--- config.mk ---
export PLATFORM = sky130hd
export DESIGN_NAME = rbs_signal_monitor
export DESIGN_NICKNAME = d
export VERILOG_FILES = /design/src/rtl/rbs_mon_pkg.sv /design/src/rtl/rbs_sig_lane.sv /design/src/rtl/rbs_chg_flags.sv /design/src/rtl/rbs_sig_subst.sv /design/src/rtl/rbs_signal_monitor.sv
export SDC_FILE = /design/constraint.sdc
export NUM_CORES = 1
export LEC_CHECK = 0
export ABC_AREA = 1
export BUFFER_PORTS_ARGS = -buffer_cell sky130_fd_sc_hd__clkbuf_2
export CAP_MARGIN = 20
export CORE_MARGIN = 2
export CORE_UTILIZATION = 50
export DETAILED_ROUTE_END_ITERATION = 6
export GPL_TIMING_DRIVEN = 1
export PLACE_DENSITY = 0.69
export SLEW_MARGIN = 20
export SYNTH_ARGS = -nofsm -noshare
export SYNTH_HDL_FRONTEND = slang
export SYNTH_SLANG_ARGS = --single-unit
--- constraint.sdc ---
create_clock -name clk -period 2.7 [get_ports clk]
set_clock_uncertainty 0.2 [all_clocks]
set_input_delay 0.27 -clock clk [delete_from_list [all_inputs] [get_ports clk]]
set_output_delay 0.27 -clock clk [all_outputs]
set_load 0.1 [all_outputs]
--- src/rtl/rbs_mon_pkg.sv ---
package rbs_mon_pkg;
  typedef enum logic [1:0] {
    SUB_PASS  = 2'b00,
    SUB_ONES  = 2'b01,
    SUB_USER  = 2'b10,
    SUB_PASSB = 2'b11
  } sub_mode_e;

  localparam int unsigned REG_CTRL = 0;
  localparam int unsigned REG_MASK = 1;
  localparam int unsigned REG_USER = 2;
  localparam int unsigned REG_CHG  = 3;
  localparam int unsigned REG_ARR  = 32;
endpackage

--- src/rtl/rbs_sig_lane.sv ---
module rbs_sig_lane #(
  parameter int SIG_W = 4
) (
  input  logic             clk,
  input  logic             rst_n,
  input  logic             sample_en,
  input  logic             flush,
  input  logic [SIG_W-1:0] rx,
  output logic [SIG_W-1:0] stored,
  output logic             changed
);
  logic [SIG_W-1:0] hist_q, stored_q;
  logic             primed_q;

  assign changed = sample_en && primed_q && (rx == hist_q) && (rx != stored_q);
  assign stored  = stored_q;

  always_ff @(posedge clk) begin
    if (!rst_n) begin
      hist_q   <= '0;
      stored_q <= '0;
      primed_q <= 1'b0;
    end else if (flush) begin
      primed_q <= 1'b0;
    end else if (sample_en) begin
      hist_q   <= rx;
      primed_q <= 1'b1;
      if (changed) stored_q <= rx;
    end
  end

  assert_confirm_R3: assert property (@(posedge clk) disable iff (!rst_n)
    !$stable(stored_q) |-> $past(sample_en && primed_q));
  assert_prime_only_R2: assert property (@(posedge clk) disable iff (!rst_n)
    (sample_en && !primed_q) |=> $stable(stored_q));
endmodule

--- src/rtl/rbs_chg_flags.sv ---
module rbs_chg_flags #(
  parameter int NGRP = 3
) (
  input  logic            clk,
  input  logic            rst_n,
  input  logic [NGRP-1:0] set_in,
  input  logic            rd_clr,
  input  logic [NGRP-1:0] mask,
  input  logic            rbs_en,
  output logic [NGRP-1:0] flags,
  output logic            irq
);
  logic [NGRP-1:0] flags_q;

  always_ff @(posedge clk) begin
    if (!rst_n) flags_q <= '0;
    else        flags_q <= (rd_clr ? '0 : flags_q) | set_in;
  end

  assign flags = flags_q;
  assign irq   = rbs_en && |(flags_q & mask);

  assert_rur_R5: assert property (@(posedge clk) disable iff (!rst_n)
    (rd_clr && !(|set_in)) |=> (flags_q == '0));

  for (genvar g = 0; g < NGRP; g++) begin : g_chk
    assert_set_src_R4: assert property (@(posedge clk) disable iff (!rst_n)
      $rose(flags_q[g]) |-> $past(set_in[g]));
  end
endmodule

--- src/rtl/rbs_sig_subst.sv ---
module rbs_sig_subst
  import rbs_mon_pkg::*;
#(
  parameter int NUM_TS = 24,
  parameter int SIG_W  = 4
) (
  input  logic                    clk,
  input  logic                    rst_n,
  input  logic                    hold,
  input  sub_mode_e               mode,
  input  logic [SIG_W-1:0]        user,
  input  logic [NUM_TS*SIG_W-1:0] arr,
  output logic [NUM_TS*SIG_W-1:0] sig_out
);
  localparam int W = NUM_TS * SIG_W;
  logic [W-1:0] next_out, out_q;

  always_comb begin
    case (mode)
      SUB_ONES: next_out = '1;
      SUB_USER: next_out = {NUM_TS{user}};
      default:  next_out = arr;
    endcase
  end

  always_ff @(posedge clk) begin
    if (!rst_n)     out_q <= '0;
    else if (!hold) out_q <= next_out;
  end

  assign sig_out = out_q;

  assert_freeze_out_R6: assert property (@(posedge clk) disable iff (!rst_n)
    $past(hold) |-> $stable(out_q));
endmodule

--- src/rtl/rbs_signal_monitor.sv ---
module rbs_signal_monitor
  import rbs_mon_pkg::*;
#(
  parameter int NUM_TS = 24,
  parameter int SIG_W  = 4,
  parameter int GRP    = 8,
  parameter int ADDR_W = 6,
  parameter int DATA_W = 8
) (
  input  logic                    clk,
  input  logic                    rst_n,
  input  logic                    sf_valid,
  output logic                    sf_ready,
  input  logic [NUM_TS*SIG_W-1:0] sf_sig,
  input  logic                    reg_wr,
  input  logic                    reg_rd,
  input  logic [ADDR_W-1:0]       reg_addr,
  input  logic [DATA_W-1:0]       reg_wdata,
  output logic [DATA_W-1:0]       reg_rdata,
  output logic [NUM_TS*SIG_W-1:0] sig_out,
  output logic                    irq
);
  localparam int NGRP = NUM_TS / GRP;

  logic                    ready_q;
  logic                    freeze_q, rbs_en_q;
  sub_mode_e               mode_q;
  logic [NGRP-1:0]         mask_q;
  logic [SIG_W-1:0]        user_q;
  logic [DATA_W-1:0]       rdata_q;
  logic [NUM_TS*SIG_W-1:0] stored_flat;
  logic [NUM_TS-1:0]       changed;
  logic [NGRP-1:0]         grp_set, flags;
  logic                    sample_en, rd_clr;
  logic [ADDR_W-1:0]       arr_off;
  logic [SIG_W-1:0]        arr_sel;
  logic                    arr_hit;

  assign sf_ready  = ready_q;
  assign sample_en = sf_valid && ready_q && !freeze_q;
  assign rd_clr    = reg_rd && (reg_addr == ADDR_W'(REG_CHG));

  for (genvar t = 0; t < NUM_TS; t++) begin : g_lane
    rbs_sig_lane #(.SIG_W(SIG_W)) u_lane (
      .clk      (clk),
      .rst_n    (rst_n),
      .sample_en(sample_en),
      .flush    (freeze_q),
      .rx       (sf_sig[t*SIG_W +: SIG_W]),
      .stored   (stored_flat[t*SIG_W +: SIG_W]),
      .changed  (changed[t])
    );
  end

  for (genvar g = 0; g < NGRP; g++) begin : g_grp
    assign grp_set[g] = |changed[g*GRP +: GRP];
  end

  rbs_chg_flags #(.NGRP(NGRP)) u_flags (
    .clk   (clk),
    .rst_n (rst_n),
    .set_in(grp_set),
    .rd_clr(rd_clr),
    .mask  (mask_q),
    .rbs_en(rbs_en_q),
    .flags (flags),
    .irq   (irq)
  );

  rbs_sig_subst #(.NUM_TS(NUM_TS), .SIG_W(SIG_W)) u_subst (
    .clk    (clk),
    .rst_n  (rst_n),
    .hold   (freeze_q),
    .mode   (mode_q),
    .user   (user_q),
    .arr    (stored_flat),
    .sig_out(sig_out)
  );

  always_ff @(posedge clk) begin
    if (!rst_n) begin
      ready_q  <= 1'b0;
      freeze_q <= 1'b0;
      rbs_en_q <= 1'b0;
      mode_q   <= SUB_PASS;
      mask_q   <= '0;
      user_q   <= '0;
    end else begin
      ready_q <= 1'b1;
      if (reg_wr) begin
        if (reg_addr == ADDR_W'(REG_CTRL)) begin
          freeze_q <= reg_wdata[0];
          rbs_en_q <= reg_wdata[1];
          mode_q   <= sub_mode_e'(reg_wdata[3:2]);
        end
        if (reg_addr == ADDR_W'(REG_MASK)) mask_q <= reg_wdata[NGRP-1:0];
        if (reg_addr == ADDR_W'(REG_USER)) user_q <= reg_wdata[SIG_W-1:0];
      end
    end
  end

  assign arr_off = reg_addr - ADDR_W'(REG_ARR);

  always_comb begin
    arr_sel = '0;
    arr_hit = 1'b0;
    for (int t = 0; t < NUM_TS; t++) begin
      if (arr_off == ADDR_W'(t)) begin
        arr_sel = stored_flat[t*SIG_W +: SIG_W];
        arr_hit = 1'b1;
      end
    end
  end

  always_ff @(posedge clk) begin
    if (!rst_n) rdata_q <= '0;
    else if (reg_rd) begin
      if (reg_addr == ADDR_W'(REG_CTRL))
        rdata_q <= DATA_W'({mode_q, rbs_en_q, freeze_q});
      else if (reg_addr == ADDR_W'(REG_MASK))
        rdata_q <= DATA_W'(mask_q);
      else if (reg_addr == ADDR_W'(REG_USER))
        rdata_q <= DATA_W'(user_q);
      else if (reg_addr == ADDR_W'(REG_CHG))
        rdata_q <= DATA_W'(flags);
      else if (arr_hit)
        rdata_q <= DATA_W'(arr_sel);
      else
        rdata_q <= '0;
    end
  end

  assign reg_rdata = rdata_q;

  assert_irq_gate_R9: assert property (@(posedge clk) disable iff (!rst_n)
    !rbs_en_q |-> !irq);
  assert_frozen_array_R6: assert property (@(posedge clk) disable iff (!rst_n)
    $past(freeze_q) |-> $stable(stored_flat));
endmodule

==> run_results.csv <==
group,metric,value,unit
status,outcome,"complete, no violations",
timing,tightestPinTransition,1.12,ns
synth,avgSynthCellArea,7.44,sq um
synth,async_reset_ff_share,0,%
power_and_ir_drop,switching_share,24.6,%
final_layout,postLayoutCoreUtil,64.0,%
worst_setup_path,reg2reg_slack,0.38,ns
synth,synthCells,1914,
timing,rsz0062_at_grt,"no",
drt,drtAntennaViolNets,0,
timing,tns,0,ns
drt,routed_wl,45200,um
global_routing,antenna_found_initial,0,
placement,post-place-ws,0.112,ns
worst_setup_path,crit_path_start_kind,"input pin",
flow_run,cap_violations,0,
drt,first_pass_iters,5,
worst_setup_path,r2r_cells,11,
timing,min_period_over_period,86.0,%
worst_setup_path,setup.worst_path.end_class,"register",
power_and_ir_drop,p_comb_share,10.5,%
final_layout,drive_gt1_share,14.8,%
synth,ys_seq_area_share,43.3,%
clock_network,clk_latency,0.52,ns
synth,yosysTopAreaCellShare,43.3,%
drt,vias,14100,
floorplanning,coreArea,27900,sq um
worst_hold_path,hold_end,"g_lane[17].u_lane.hist_q[2]$_SDFFE_PN0P_",
timing,setup_viol,0,
power_and_ir_drop,p_leak,0.00727,uW
worst_hold_path,hp-class,"input pin to register",
placement,dp_hpwl,30800,um
clock_network,cts.repair.resized,0,
timing,max_slew_margin,25.0,%
final_layout,final_nets,2318,
synth,syn_area,14200,sq um
timing,worst_slack,0.378,ns
worst_setup_path,required,2.93,ns
placement,gp_congestion,0.946,
final_layout,syn_to_final_growth,25.6,%
clock_network,path_clk_slew,0.06,ns
synth,yosys_warnings,0,
worst_hold_path,worstHoldStart,"rst_n",
placement,port_buffers,212,
power_and_ir_drop,p_sw,2590,uW
clock_network,numCtsBuffers,34,
floorplanning,start_util,50.9,%
worst_setup_path,startpoint,"sf_sig[33]",
global_routing,grt_max_degree,99,
drt,drtIter0Drc,1175,
synth,synth_largest_area_cell,"dfxtp_1",
floorplanning,die_h,173,um
clock_network,cts.sinks,308,
power_and_ir_drop,pwr-share-clk,44.5,%
worst_setup_path,cp.arrival,2.55,ns
power_and_ir_drop,p_int,7950,uW
synth,ys_types,36,
timing,max_freq,431,MHz
clock_network,root_buffer,"clkbuf_16",
clock_network,h-tree-depth,2,
global_routing,globalRouteTotalUtil,29.4,%
synth,synth.area.top_cells,"dfxtp_1, a21oi_1, o21ai_0",
floorplanning,die_x,173,um
floorplanning,io_pins,221,
synth,ys_seq_elements,308,
floorplanning,rows,61,
power_and_ir_drop,total_power,10500,uW
power_and_ir_drop,p_per_area,590,nW/um^2
timing,drv_slew,0,
global_routing,grt_pass1_vias,13500,
drt,vias_per_cell,5.43,
worst_setup_path,r2r_end,"u_flags.flags[2]$_SDFF_PN0_",
clock_network,cts_tree,"built",
worst_hold_path,whs_path_depth,3,
timing,period_needed,2.32,ns
worst_setup_path,r2r_start,"freeze_q$_SDFFE_PN0P_",
power_and_ir_drop,vdd_ir_drop_max,0.000380,V
floorplanning,fp.dieArea,29800,sq um
final_layout,diodes,0,
synth,synth_edf_count,0,
global_routing,grt_pass1_wl,71500,um
timing,finalHoldViolations,0,
synth,ys.flop_type,"dfxtp_1",
clock_network,cts_buffer_depth,3,
drt,wl_per_cell,17.4,um
drt,drc,0,
global_routing,grt.overflow.total,0,
worst_setup_path,critPathKind,"input pin to register",
worst_setup_path,worstPathMaxFanout,8,
power_and_ir_drop,seq_power_share,45.1,%
## what timing repair did
action                                 CTS  global route
endpoints found under the hold margin  206             0
setup buffers                            0             0
hold buffers                           103             0
## power groups by stage
stage | Sequential [uW] | Combinational (uW) | Clock, uW
2_1_floorplan | 4930 | 567 | 0
3_3_place_gp | 4850 | 956 | 0
3_5_place_dp | 4850 | 971 | 0
4_1_cts | 4750 | 1090 | 4750
5_1_grt | 4760 | 1220 | 4940
6_report | 4750 | 1100 | 4690
## Yosys cell counts (2+ instances only)
cell       number
nand2_1       167
nor4_1          7
inv_2           7
ha_1            2
nand4_1        40
xnor2_1        91
nor2_4          3
a2111oi_0       3
a41oi_1         2
buf_4           4
xor2_1         90
a221oi_1        3
nor2_2          2
nand2_2         3
o21ai_0       289
dfxtp_1       308
a211oi_1        6
a21oi_1       300
nor3_1         16
o21ai_1         5
or2_2          10
nor2_1        298
inv_1         119
o41ai_1         4
nand3_1        31
buf_2           2
clkbuf_1       93
## placed cells by master (no fill, tap or decap), drive strengths merged
cell | synthesis | routed
a2111oi | 3 | 3
a211oi | 6 | 6
a21oi | 300 | 300
a221oi | 3 | 3
a22oi | 1 | 1
a41oi | 2 | 2
and3 | 1 | 1
buf | 6 | 33
bufinv | 0 | 1
clkbuf | 93 | 263
clkinv | 1 | 3
clkinvlp | 0 | 1
conb | 1 | 4
dfxtp | 308 | 308
dlygate4sd3 | 0 | 103
ha | 2 | 2
inv | 126 | 126
nand2 | 170 | 170
nand3 | 32 | 32
nand4 | 40 | 40
nor2 | 303 | 303
nor3 | 16 | 16
nor4 | 7 | 7
o211ai | 1 | 1
o21ai | 294 | 294
o22ai | 1 | 1
o31ai | 1 | 1
o41ai | 5 | 5
or2 | 10 | 10
xnor2 | 91 | 91
xor2 | 90 | 90
## cell families after synthesis
kind of cell | after synthesis | synth area share, %
xor+xnor | 181 | 11.1
buf+inv | 226 | 6.08
fa+ha+maj | 2 | 0.176
simple gates | 579 | 17.0
flops | 308 | 43.3
compound gates | 617 | 22.3
other cells | 1 | 0.0263
## stage by stage
stage | hold slack (ns) | cell area [sq um] | cells
after floorplan | 0.0977 | 14200 | 1917
after global placement | 0.278 | 15700 | 2440
after detailed placement | 0.282 | 15700 | 2440
after CTS | 0.0228 | 17900 | 2599
after global routing | 0.0602 | 17900 | 2599
final | 0.0266 | 17900 | 2599
## worst max-delay path, cell delays in order
cell and delay (ns):
dlygate4sd3_1 0.53, clkbuf_2 0.14, or2_2 0.28, a22oi_1 0.16, and3_1 0.17, nand3_1 0.36
nand4_1 0.26, a211oi_1 0.07, buf_4 0.16, a41oi_1 0.14
## cell type report
cell class,count,area (sq um)
Sequential cell,308,6170
Tap cell,378,473
Timing Repair Buffer,347,2390
Clock inverter,4,47.5
Inverter,127,477
Clock buffer,52,1080
Multi-Input combinational cell,1383,7240
Fill cell,2488,10100
## state kept, by name, indices dropped and copies added (netlist names)
register and count:
freeze_q 1, g_lane.u_lane.hist_q 96, g_lane.u_lane.primed_q 1, g_lane.u_lane.stored 96, mask_q 3, mode_q 2
rbs_en_q 1, reg_rdata 4, sf_ready 1, u_flags.flags 3, u_subst.sig_out 96, user_q 4
## worst max path at each step
stage	slack, ns	cells after the start	to
after floorplan	0.07	8	g_lane[17].u_lane.stored[0]$_SDFFE_PN0P_
after global placement	0.17	24	reg_rdata[3]$_SDFFE_PN0P_
after detailed placement	0.11	22	reg_rdata[1]$_SDFFE_PN0P_
after CTS	0.39	10	u_flags.flags[1]$_SDFF_PN0_
after global routing	0.17	18	reg_rdata[1]$_SDFFE_PN0P_
final	0.38	10	u_flags.flags[1]$_SDFF_PN0_
## per-layer routing
metal	part of all wire, %	wire length [um]	GRT usage (%)	up-vias
li1	-	-	-	6966
met1	45	20400	40.5	6589
met2	45	20600	47.6	470
met3	6.5	2930	4.60	86
met4	2.9	1310	9.22	0
met5	0	0	0	-
Power figures use the tool's default switching activity.
